[config.mk]
export PLATFORM = sky130hd
export DESIGN_NAME = copy_useq
export DESIGN_NICKNAME = d
export VERILOG_FILES = /design/src/rtl/copy_useq_pkg.sv /design/src/rtl/useq_opq.sv /design/src/rtl/useq_count_path.sv /design/src/rtl/useq_ctrl.sv /design/src/rtl/copy_useq.sv
export SDC_FILE = /design/constraint.sdc
export NUM_CORES = 1
export LEC_CHECK = 0
export CORE_ASPECT_RATIO = 2
export CORE_MARGIN = 2
export CORE_UTILIZATION = 45
export CTS_CLUSTER_DIAMETER = 40
export DETAILED_ROUTE_END_ITERATION = 12
export DONT_BUFFER_PORTS = 1
export SLEW_MARGIN = 30
export SYNTH_ARGS = -nofsm -noshare
export SYNTH_HDL_FRONTEND = slang
export SYNTH_HIERARCHICAL = 1
export SYNTH_SLANG_ARGS = --single-unit
[constraint.sdc]
create_clock -name clk -period 2.8 [get_ports clk]
set_input_delay 0.42 -clock clk [delete_from_list [all_inputs] [get_ports clk]]
set_output_delay 0.42 -clock clk [all_outputs]
set_load 0.01 [all_outputs]
[src/rtl/copy_useq_pkg.sv]
package copy_useq_pkg;

    localparam int DEF_CNT_W = 16;
    localparam int DEF_TAG_W = 8;

    typedef enum logic [2:0] {
        UK_PASS   = 3'd0,
        UK_PRED   = 3'd1,
        UK_REPORT = 3'd2,
        UK_COPY   = 3'd3,
        UK_END    = 3'd4,
        UK_SKIP   = 3'd5
    } uop_kind_e;

    typedef enum logic [2:0] {
        ST_IDLE,
        ST_PRED,
        ST_REPORT,
        ST_WAIT,
        ST_COPY,
        ST_END,
        ST_SKIP
    } seq_state_e;

    // Static path rule once the count is known: no prediction involved.
    function automatic seq_state_e path_after_count(input logic is_zero, input logic beyond);
        if (is_zero)
            return ST_SKIP;
        else if (beyond)
            return ST_COPY;
        else
            return ST_END;
    endfunction

endpackage

[src/rtl/useq_opq.sv]
module useq_opq #(
    parameter int DEPTH = 4,
    parameter int TAG_W = 8
) (
    input  logic             clk,
    input  logic             rst,
    input  logic             push,
    input  logic             push_rep,
    input  logic [TAG_W-1:0] push_tag,
    input  logic             pop,
    output logic             full,
    output logic             empty,
    output logic             head_rep,
    output logic [TAG_W-1:0] head_tag
);
    localparam int PTR_W = (DEPTH > 1) ? $clog2(DEPTH) : 1;
    localparam int OCC_W = PTR_W + 1;

    typedef struct packed {
        logic             rep;
        logic [TAG_W-1:0] tag;
    } q_entry_t;

    q_entry_t         store [DEPTH];
    logic [PTR_W-1:0] wr_ptr, rd_ptr;
    logic [OCC_W-1:0] occ;

    function automatic logic [PTR_W-1:0] bump(input logic [PTR_W-1:0] p);
        return (p == PTR_W'(DEPTH - 1)) ? '0 : p + 1'b1;
    endfunction

    assign full     = (occ == OCC_W'(DEPTH));
    assign empty    = (occ == '0);
    assign head_rep = store[rd_ptr].rep;
    assign head_tag = store[rd_ptr].tag;

    always_ff @(posedge clk) begin
        if (rst) begin
            wr_ptr <= '0;
            rd_ptr <= '0;
            occ    <= '0;
        end else begin
            if (push) begin
                store[wr_ptr] <= '{rep: push_rep, tag: push_tag};
                wr_ptr        <= bump(wr_ptr);
            end
            if (pop)
                rd_ptr <= bump(rd_ptr);
            if (push && !pop)
                occ <= occ + 1'b1;
            else if (pop && !push)
                occ <= occ - 1'b1;
        end
    end


    occupancy_bound_chk: assert property (@(posedge clk) disable iff (rst)
        occ <= OCC_W'(DEPTH));


    pop_nonempty_chk: assert property (@(posedge clk) disable iff (rst)
        pop |-> !empty);

endmodule

[src/rtl/useq_count_path.sv]
module useq_count_path #(
    parameter int BATCH_N = 8,
    parameter int CNT_W   = 16
) (
    input  logic [CNT_W-1:0] cnt_value,
    output logic             is_zero,
    output logic             beyond,
    output logic [CNT_W-1:0] final_idx
);
    localparam logic [CNT_W-1:0] BATCH = CNT_W'(BATCH_N);

    assign is_zero   = (cnt_value == '0);
    assign beyond    = (cnt_value > BATCH);
    assign final_idx = cnt_value - 1'b1;

endmodule

[src/rtl/useq_ctrl.sv]
module useq_ctrl
    import copy_useq_pkg::*;
#(
    parameter int BATCH_N = 8,
    parameter int CNT_W   = 16,
    parameter int TAG_W   = 8
) (
    input  logic             clk,
    input  logic             rst,
    input  logic             head_valid,
    input  logic             head_rep,
    input  logic [TAG_W-1:0] head_tag,
    output logic             pop,
    input  logic             cnt_valid,
    input  logic             cnt_is_zero,
    input  logic             cnt_beyond,
    input  logic [CNT_W-1:0] cnt_final_idx,
    output logic             uop_valid,
    input  logic             uop_ready,
    output uop_kind_e        uop_kind,
    output logic [CNT_W-1:0] uop_idx,
    output logic [TAG_W-1:0] uop_tag,
    output logic             uop_last
);
    localparam logic [CNT_W-1:0] BATCH     = CNT_W'(BATCH_N);
    localparam logic [CNT_W-1:0] LAST_PRED = CNT_W'(BATCH_N - 1);

    seq_state_e       state;
    logic [CNT_W-1:0] idx, lim;
    logic [TAG_W-1:0] tag_q;
    logic             fire;

    assign fire = uop_valid && uop_ready;

    always_comb begin
        uop_valid = 1'b0;
        uop_kind  = UK_PASS;
        uop_idx   = '0;
        uop_tag   = tag_q;
        uop_last  = 1'b0;
        pop       = 1'b0;
        unique case (state)
            ST_IDLE: begin
                uop_valid = head_valid && !head_rep;
                uop_tag   = head_tag;
                uop_last  = 1'b1;
                pop       = head_valid && (head_rep || uop_ready);
            end
            ST_PRED: begin
                uop_valid = 1'b1;
                uop_kind  = UK_PRED;
                uop_idx   = idx;
            end
            ST_REPORT: begin
                uop_valid = 1'b1;
                uop_kind  = UK_REPORT;
            end
            ST_WAIT: ;
            ST_COPY: begin
                uop_valid = 1'b1;
                uop_kind  = UK_COPY;
                uop_idx   = idx;
                uop_last  = (idx == lim);
            end
            ST_END: begin
                uop_valid = 1'b1;
                uop_kind  = UK_END;
                uop_last  = 1'b1;
            end
            ST_SKIP: begin
                uop_valid = 1'b1;
                uop_kind  = UK_SKIP;
                uop_last  = 1'b1;
            end
            default: ;
        endcase
    end

    always_ff @(posedge clk) begin
        if (rst) begin
            state <= ST_IDLE;
            idx   <= '0;
            lim   <= '0;
            tag_q <= '0;
        end else begin
            unique case (state)
                ST_IDLE: if (head_valid && head_rep) begin
                    state <= ST_PRED;
                    idx   <= '0;
                    tag_q <= head_tag;
                end
                ST_PRED: if (fire) begin
                    if (idx == LAST_PRED)
                        state <= ST_REPORT;
                    else
                        idx <= idx + 1'b1;
                end
                ST_REPORT: if (fire)
                    state <= ST_WAIT;
                ST_WAIT: if (cnt_valid) begin
                    state <= path_after_count(cnt_is_zero, cnt_beyond);
                    idx   <= BATCH;
                    lim   <= cnt_final_idx;
                end
                ST_COPY: if (fire) begin
                    if (idx == lim)
                        state <= ST_IDLE;
                    else
                        idx <= idx + 1'b1;
                end
                ST_END, ST_SKIP: if (fire)
                    state <= ST_IDLE;
                default: state <= ST_IDLE;
            endcase
        end
    end


    hold_stable_chk: assert property (@(posedge clk) disable iff (rst)
        (uop_valid && !uop_ready) |=> (uop_valid && $stable(uop_kind) && $stable(uop_idx)
                                       && $stable(uop_tag) && $stable(uop_last)));


    wait_silent_chk: assert property (@(posedge clk) disable iff (rst)
        (fire && uop_kind == UK_REPORT) |=> !uop_valid);


    pred_step_chk: assert property (@(posedge clk) disable iff (rst)
        (fire && uop_kind == UK_PRED && uop_idx != LAST_PRED)
            |=> (uop_valid && uop_kind == UK_PRED && uop_idx == $past(uop_idx) + 1'b1));


    copy_step_chk: assert property (@(posedge clk) disable iff (rst)
        (fire && uop_kind == UK_COPY && !uop_last)
            |=> (uop_valid && uop_kind == UK_COPY && uop_idx == $past(uop_idx) + 1'b1));


    tag_hold_chk: assert property (@(posedge clk) disable iff (rst)
        (fire && !uop_last) |=> (uop_tag == $past(uop_tag)));

endmodule

[src/rtl/copy_useq.sv]
module copy_useq
    import copy_useq_pkg::*;
#(
    parameter int BATCH_N = 8,
    parameter int CNT_W   = DEF_CNT_W,
    parameter int TAG_W   = DEF_TAG_W,
    parameter int QDEPTH  = 4
) (
    input  logic             clk,
    input  logic             rst,
    input  logic             in_valid,
    output logic             in_ready,
    input  logic             in_rep,
    input  logic [TAG_W-1:0] in_tag,
    output logic             uop_valid,
    input  logic             uop_ready,
    output logic [2:0]       uop_kind,
    output logic [CNT_W-1:0] uop_idx,
    output logic [TAG_W-1:0] uop_tag,
    output logic             uop_last,
    input  logic             cnt_valid,
    input  logic [CNT_W-1:0] cnt_value
);
    logic             q_full, q_empty, q_pop, q_head_rep;
    logic [TAG_W-1:0] q_head_tag;
    logic             c_zero, c_beyond;
    logic [CNT_W-1:0] c_final;
    uop_kind_e        kind_e;

    assign in_ready = !q_full;
    assign uop_kind = kind_e;

    useq_opq #(.DEPTH(QDEPTH), .TAG_W(TAG_W)) u_opq (
        .clk      (clk),
        .rst      (rst),
        .push     (in_valid && !q_full),
        .push_rep (in_rep),
        .push_tag (in_tag),
        .pop      (q_pop),
        .full     (q_full),
        .empty    (q_empty),
        .head_rep (q_head_rep),
        .head_tag (q_head_tag)
    );

    useq_count_path #(.BATCH_N(BATCH_N), .CNT_W(CNT_W)) u_path (
        .cnt_value (cnt_value),
        .is_zero   (c_zero),
        .beyond    (c_beyond),
        .final_idx (c_final)
    );

    useq_ctrl #(.BATCH_N(BATCH_N), .CNT_W(CNT_W), .TAG_W(TAG_W)) u_ctrl (
        .clk           (clk),
        .rst           (rst),
        .head_valid    (!q_empty),
        .head_rep      (q_head_rep),
        .head_tag      (q_head_tag),
        .pop           (q_pop),
        .cnt_valid     (cnt_valid),
        .cnt_is_zero   (c_zero),
        .cnt_beyond    (c_beyond),
        .cnt_final_idx (c_final),
        .uop_valid     (uop_valid),
        .uop_ready     (uop_ready),
        .uop_kind      (kind_e),
        .uop_idx       (uop_idx),
        .uop_tag       (uop_tag),
        .uop_last      (uop_last)
    );

endmodule

Word level (Yosys, flattened, before mapping) --
Memories as Yosys holds them, arrays and structs flattened. A register that Yosys moved wholly into a read port is not among the register bits. Index checks and enable logic that the tools add are counted. Widths: inputs -> output; s select.
Word-level totals: memories 1, flip-flop bits (word level) 50, RAM bits 36
Memories:
- u_opq.store | depth 4, bits a word 9, read ports 1, clocked after Yosys merged registers in 1, wr ports 1, RTL line useq_opq.sv:24 | q_entry_t store [DEPTH];
Cells by class: magnitude comparators 1, reductions and logical operators 26, eq/ne operators 21, add/subtract/negate cells 6, multiplexer cells 33
Operator list (count):
- $mux 16 | 7
- $pmux 16 s4 | 1
- $mux 3 | 11
- $pmux 3 s6 | 1
- $add 16x1->16 const B | 1
- $eq 16x16->1 | 1
- $eq 16x3->1 const B | 1
- $gt 16x4->1 const B | 1
- $logic_not 16->1 | 1
- $sub 16x1->16 const B | 1
- $pmux 3 s5 | 1
- $ne 2x1->1 const B | 7
- $eq 3x3->1 const B | 4
- $mux 2 | 4
- $mux 8 | 1
- $reduce_and 8->1 | 1
- $logic_and 1x1->1 | 7
- $reduce_and 7->1 | 1
- $eq 3x2->1 const B | 2
- $logic_not 3->1 | 2
- $ne 2x2->1 const B | 3
- $logic_not 1->1 | 5
- $mux 1 | 5
- $reduce_or 5->1 | 1
- 12 further kinds | 17

Depth between registers and ports, before layout --
depth after elaboration 7, mapped depth 11, mapped depth without buffers 10

By module --
The synthesis kept the hierarchy.
By module, submodules not included:
- useq_ctrl | sequential area each 860.8 um^2, area each 2650.0 um^2, cells an instance 343, instances 1
- useq_opq | sequential area each 1261.2 um^2, area each 1750.4 um^2, cells an instance 93, instances 1
- useq_count_path | sequential area each 0.0 um^2, area each 374.1 um^2, cells an instance 45, instances 1
- copy_useq | sequential area each 0.0 um^2, area each 13.8 um^2, cells an instance 3, instances 1

Worst setup path after synthesis --
Ideal clock, no wire load.
path type flip-flop to flip-flop, from register (tool-made name), to register u_opq.occ[2], clock period less this slack 2.549 ns, data arrival time 2.479 ns, library setup time 0.070 ns, setup slack 0.251 ns, buffers on the path 1, stages on the path, launching flop included 11, cells stage by stage dfxtp_1 > buf_6 > mux4_2 > o211a_1 > inv_1 > ha_1 > inv_1 > fa_1 > xor2_1 > or3_1 > a21oi_1
RTL lines:
- to (signal assigned) | RTL line useq_opq.sv:50 | occ <= occ + 1'b1;
- to (signal assigned) | RTL line useq_opq.sv:52 | occ <= occ - 1'b1;
- to (decl) | RTL line useq_opq.sv:26 | logic [OCC_W-1:0] occ;

Final worst setup path --
from register u_ctrl.idx[8], to output port uop_last
On the way: word-level cells in the longest chain between the ends 2
Ends and longest elaborated chain:
- from (decl) | RTL line useq_ctrl.sv:29 | logic [CNT_W-1:0] idx, lim;
- from (signal assigned) | RTL line useq_ctrl.sv:96 | idx <= idx + 1'b1;
- from (signal assigned) | RTL line useq_ctrl.sv:109 | idx <= idx + 1'b1;
- $eq 16x16->1 | RTL line useq_ctrl.sv:63 | uop_last = (idx == lim);
- $pmux 1 s2 | RTL line useq_ctrl.sv:42 | unique case (state)
- to (decl) | RTL line copy_useq.sv:20 | output logic uop_last,
No other way between the ends.

==> results.md <==
* Count leader, synth: nand2_1
* Hold Path End: u_opq/occ[1]
* Multi-input logic area at roughly 2400 um^2
* Number of detailed-route iterations in the first pass at 4
* Post-CTS setup buffers at 0
* Crit path launch type: flop
* Least-Margin Pin Slew at between 0.6 and 0.7 ns
* # rows at 53
* WP data required at about 2.4 ns
* Largest net degree at the start of global routing at 54
* Register area share after synthesis at 44.3%
* Clock slew seen by the registers of the worst setup and hold paths at 0.07 ns
* Combinational power share at 31.4%
* Fin util at 49.5%
* Grt ovf at 0
* Internal power at approximately 2.7 mW
* CP arrival at 2.12 ns
* Met3 usage at under 10%
* Ranking of synthesized cells by area: edfxtp_1 23%, dfxtp_1 22%, nand2_1 5.2%, mux4_2 4.2%, a21oi_1 3.9%
* YS warnings at 6
* Register share of total power at between 30% and 40%
* Vias after detailed routing at about 3,500
* Hold-critical path depth at 1
* Post-Syn Area at ~4800 um^2
* Final cell count without fillers at just over 600
* Initial core utilization at roughly 46%
* Worst path bufs/invs at 0
* Die ar. at about 12,000 um^2
* Final wirelength at between 10 and 15 mm
* Number of port buffers at 0
* Max Cap Viol at 0
* Drt wl/cell at 17.4 um
* Fin Clk Skew at ~0.0061 ns
* Htree depth at 3
* Clock Latency Late Sink at 0.33 ns
* Met2 Track Usage GR at 38.2%
* Synth Flop Type: dfxtp_1
* Synth cell count leaders: 66 x nand2_1, 52 x dfxtp_1, 39 x nor2_1
* Syn_area_per_cell at between 9 and 10 um^2
* Number of global-route vias before repair at between 3,000 and 4,000
* Final hold violation count at 0
* Clock Path Buffers at 2
* Total GRT Usage at between 10% and 20%
* Async SR Flop Fraction at 0%
* Yosys reg bits at 88
* Drc violations at 0
* Pwr dens at 768 nW/um^2
* Die span in y at 150 um
* Min-delay src: rst
* ANT nets after route at 0
* Clk sinks at 88
* Syn Inst Count at roughly 480
* Clock share of power at ~30%
* Final net count at ~510
* Synthesized Nets at between 500 and 600
* Worst Path Max Fanout at 8
* First-pass GRT wire length at around 18 mm
* Min cycle time layout at 2.54 ns
* Post-cts sizing count at 0
* Yosys top cell area share at a little under a quarter
* Met1 GRT Util at 18.3%
* Post-DP HPWL at approximately 8.3 mm
* Sequential cell area at ~2100 um^2
* Final setup violation count at 0
* Max transition margin at between 50% and 60%
* I/O pins at 60
* Core area at 10,400 um^2
* Synth cell types at around 70
* # hold bufs at CTS at 0
* Reg-to-reg slack, setup at about 0.26 ns
* Initial antenna violation count at 0
* Largest stage delay, worst path at 0.52 ns
* Total Neg Setup Slack at 0 ns
* Clk root buf: clkbuf_16
* GPL Wtd Cong at 0.866
* Hold/Removal Path Class: input pin to flop
* Iteration-0 DRC count of the detailed router at 135
* Status: complete, no violations
* Setup Crit Path Kind: flop to output port
* Fmax at slightly below 0.4 GHz
* RR Endpoint: u_opq/occ[2]
* Chip width at 76.9 um
* Maximum vdd drop at 529 uV
* Slew Limit Fails at 0
* Switching share of power at 32.4%
* Yosys top cell by area: edfxtp_1
* Fill count at 989
* Leakage power at 1.77 nW
* Ant. Diodes at 0
* Crit-path slowest cell: dfxtp_1
* Area Growth Syn to Fin at 7.71%
* CTS Buf Count at 9
* Post-synth EDFFs at 36
* Via/cell ratio at ~5.7
* Placed insts at 600
* Unrepaired setup endpoints after global routing: no
* Share of cells above drive strength 1 at around 15%
* FF-to-FF path depth at 9
* Psw at 1.28 mW
* Setup crit end kind: output port
* GR peak layer: met2
* CTS tree: yes
* Final period utilization at roughly nine tenths
* CP Cell Sequence: xnor2_1 > nand4_1 > nor4_2 > nor2_1 > a21oi_1
* Crit path max-delay family: simple AND/OR/NAND/NOR gates
stage by stage:
stage / setup slack [ns] / power [mW] / area [um^2] / hold WS (ns)
global placement: 0.342 / 2.78 / 4860 / 0.434
global route: 0.105 / 4.18 / 5160 / 0.139
finish: 0.259 / 3.96 / 5160 / 0.153
detailed placement: 0.257 / 2.82 / 4860 / 0.445
floorplan: 0.251 / 2.60 / 4790 / 0.434
CTS: 0.190 / 4.01 / 5160 / 0.139
registers in the layout, summed over array words and instances, names as in the netlist, named ones only:
signal,count
u_opq/occ,3
u_ctrl/state,3
u_ctrl/idx,16
u_opq/rd_ptr,2
u_opq/store,36
u_opq/wr_ptr,2
u_ctrl/tag_q,8
u_ctrl/lim,16
layer usage:
layer,up-vias,wire (um),share of wire (%)
li1,1715,-,-
met1,1689,3570,33
met2,105,6180,58
met3,28,531,5.0
met4,0,422,3.9
met5,-,0,0
power groups by stage:
stage                     clock network (mW)  logic [mW]  registers [mW]
after global placement                     0        1.23            1.56
after detailed placement                   0        1.26            1.56
after floorplan                            0        1.06            1.54
after global routing                    1.25        1.38            1.55
final                                   1.18        1.24            1.53
after CTS                               1.21        1.26            1.54
layout by cell type, fill, tap and decap left out, drive strengths merged, types with 2 or more instances in the layout:
cell,n
a211oi,2
a21boi,2
a21oi,37
a31oi,4
and2,18
and3,5
buf,14
clkbuf,9
clkinv,4
dfxtp,52
edfxtp,36
ha,8
inv,15
mux2,8
mux2i,6
mux4,9
nand2,70
nand2b,9
nand3,14
nand3b,3
nand4,7
nand4b,2
nor2,41
nor2b,2
nor3,5
nor3b,3
nor4,6
o21ai,7
o311ai,9
o31ai,5
o41ai,8
or3,5
or4,7
xnor2,23
xor2,7
area by class of cell:
class / count / area share [%]
multi-input cells: 347 / 46.7
flip-flops and latches: 88 / 41.1
clock buffers: 9 / 4.37
well taps: 137 / 3.32
repair buffers: 14 / 2.04
clock inverters: 7 / 1.36
inverters: 14 / 1.02
kinds of logic after synthesis:
family,count (synthesis),synth area share (%)
and+or+nand+nor,200,22.4
DFF,88,44.3
AOI/OAI and AO/OA,85,12.1
buffers and inverters,49,5.33
xor gates and xnor gates,30,5.96
muxes,23,7.37
adders and majority gates,9,2.51
how the worst max path moves through the flow:
stage / from / end / slack, ns / cells after the start
after detailed placement: flop / u_opq/occ[2] / 0.26 / 9
after global routing: u_ctrl/idx[8] / uop_last / 0.10 / 5
final: u_ctrl/idx[8] / uop_last / 0.26 / 5
after global placement: flop / u_opq/occ[2] / 0.34 / 9
after CTS: u_ctrl/idx[8] / uop_last / 0.19 / 5
after floorplan: flop / u_opq/occ[2] / 0.25 / 10
Power figures use the tool's default switching activity.
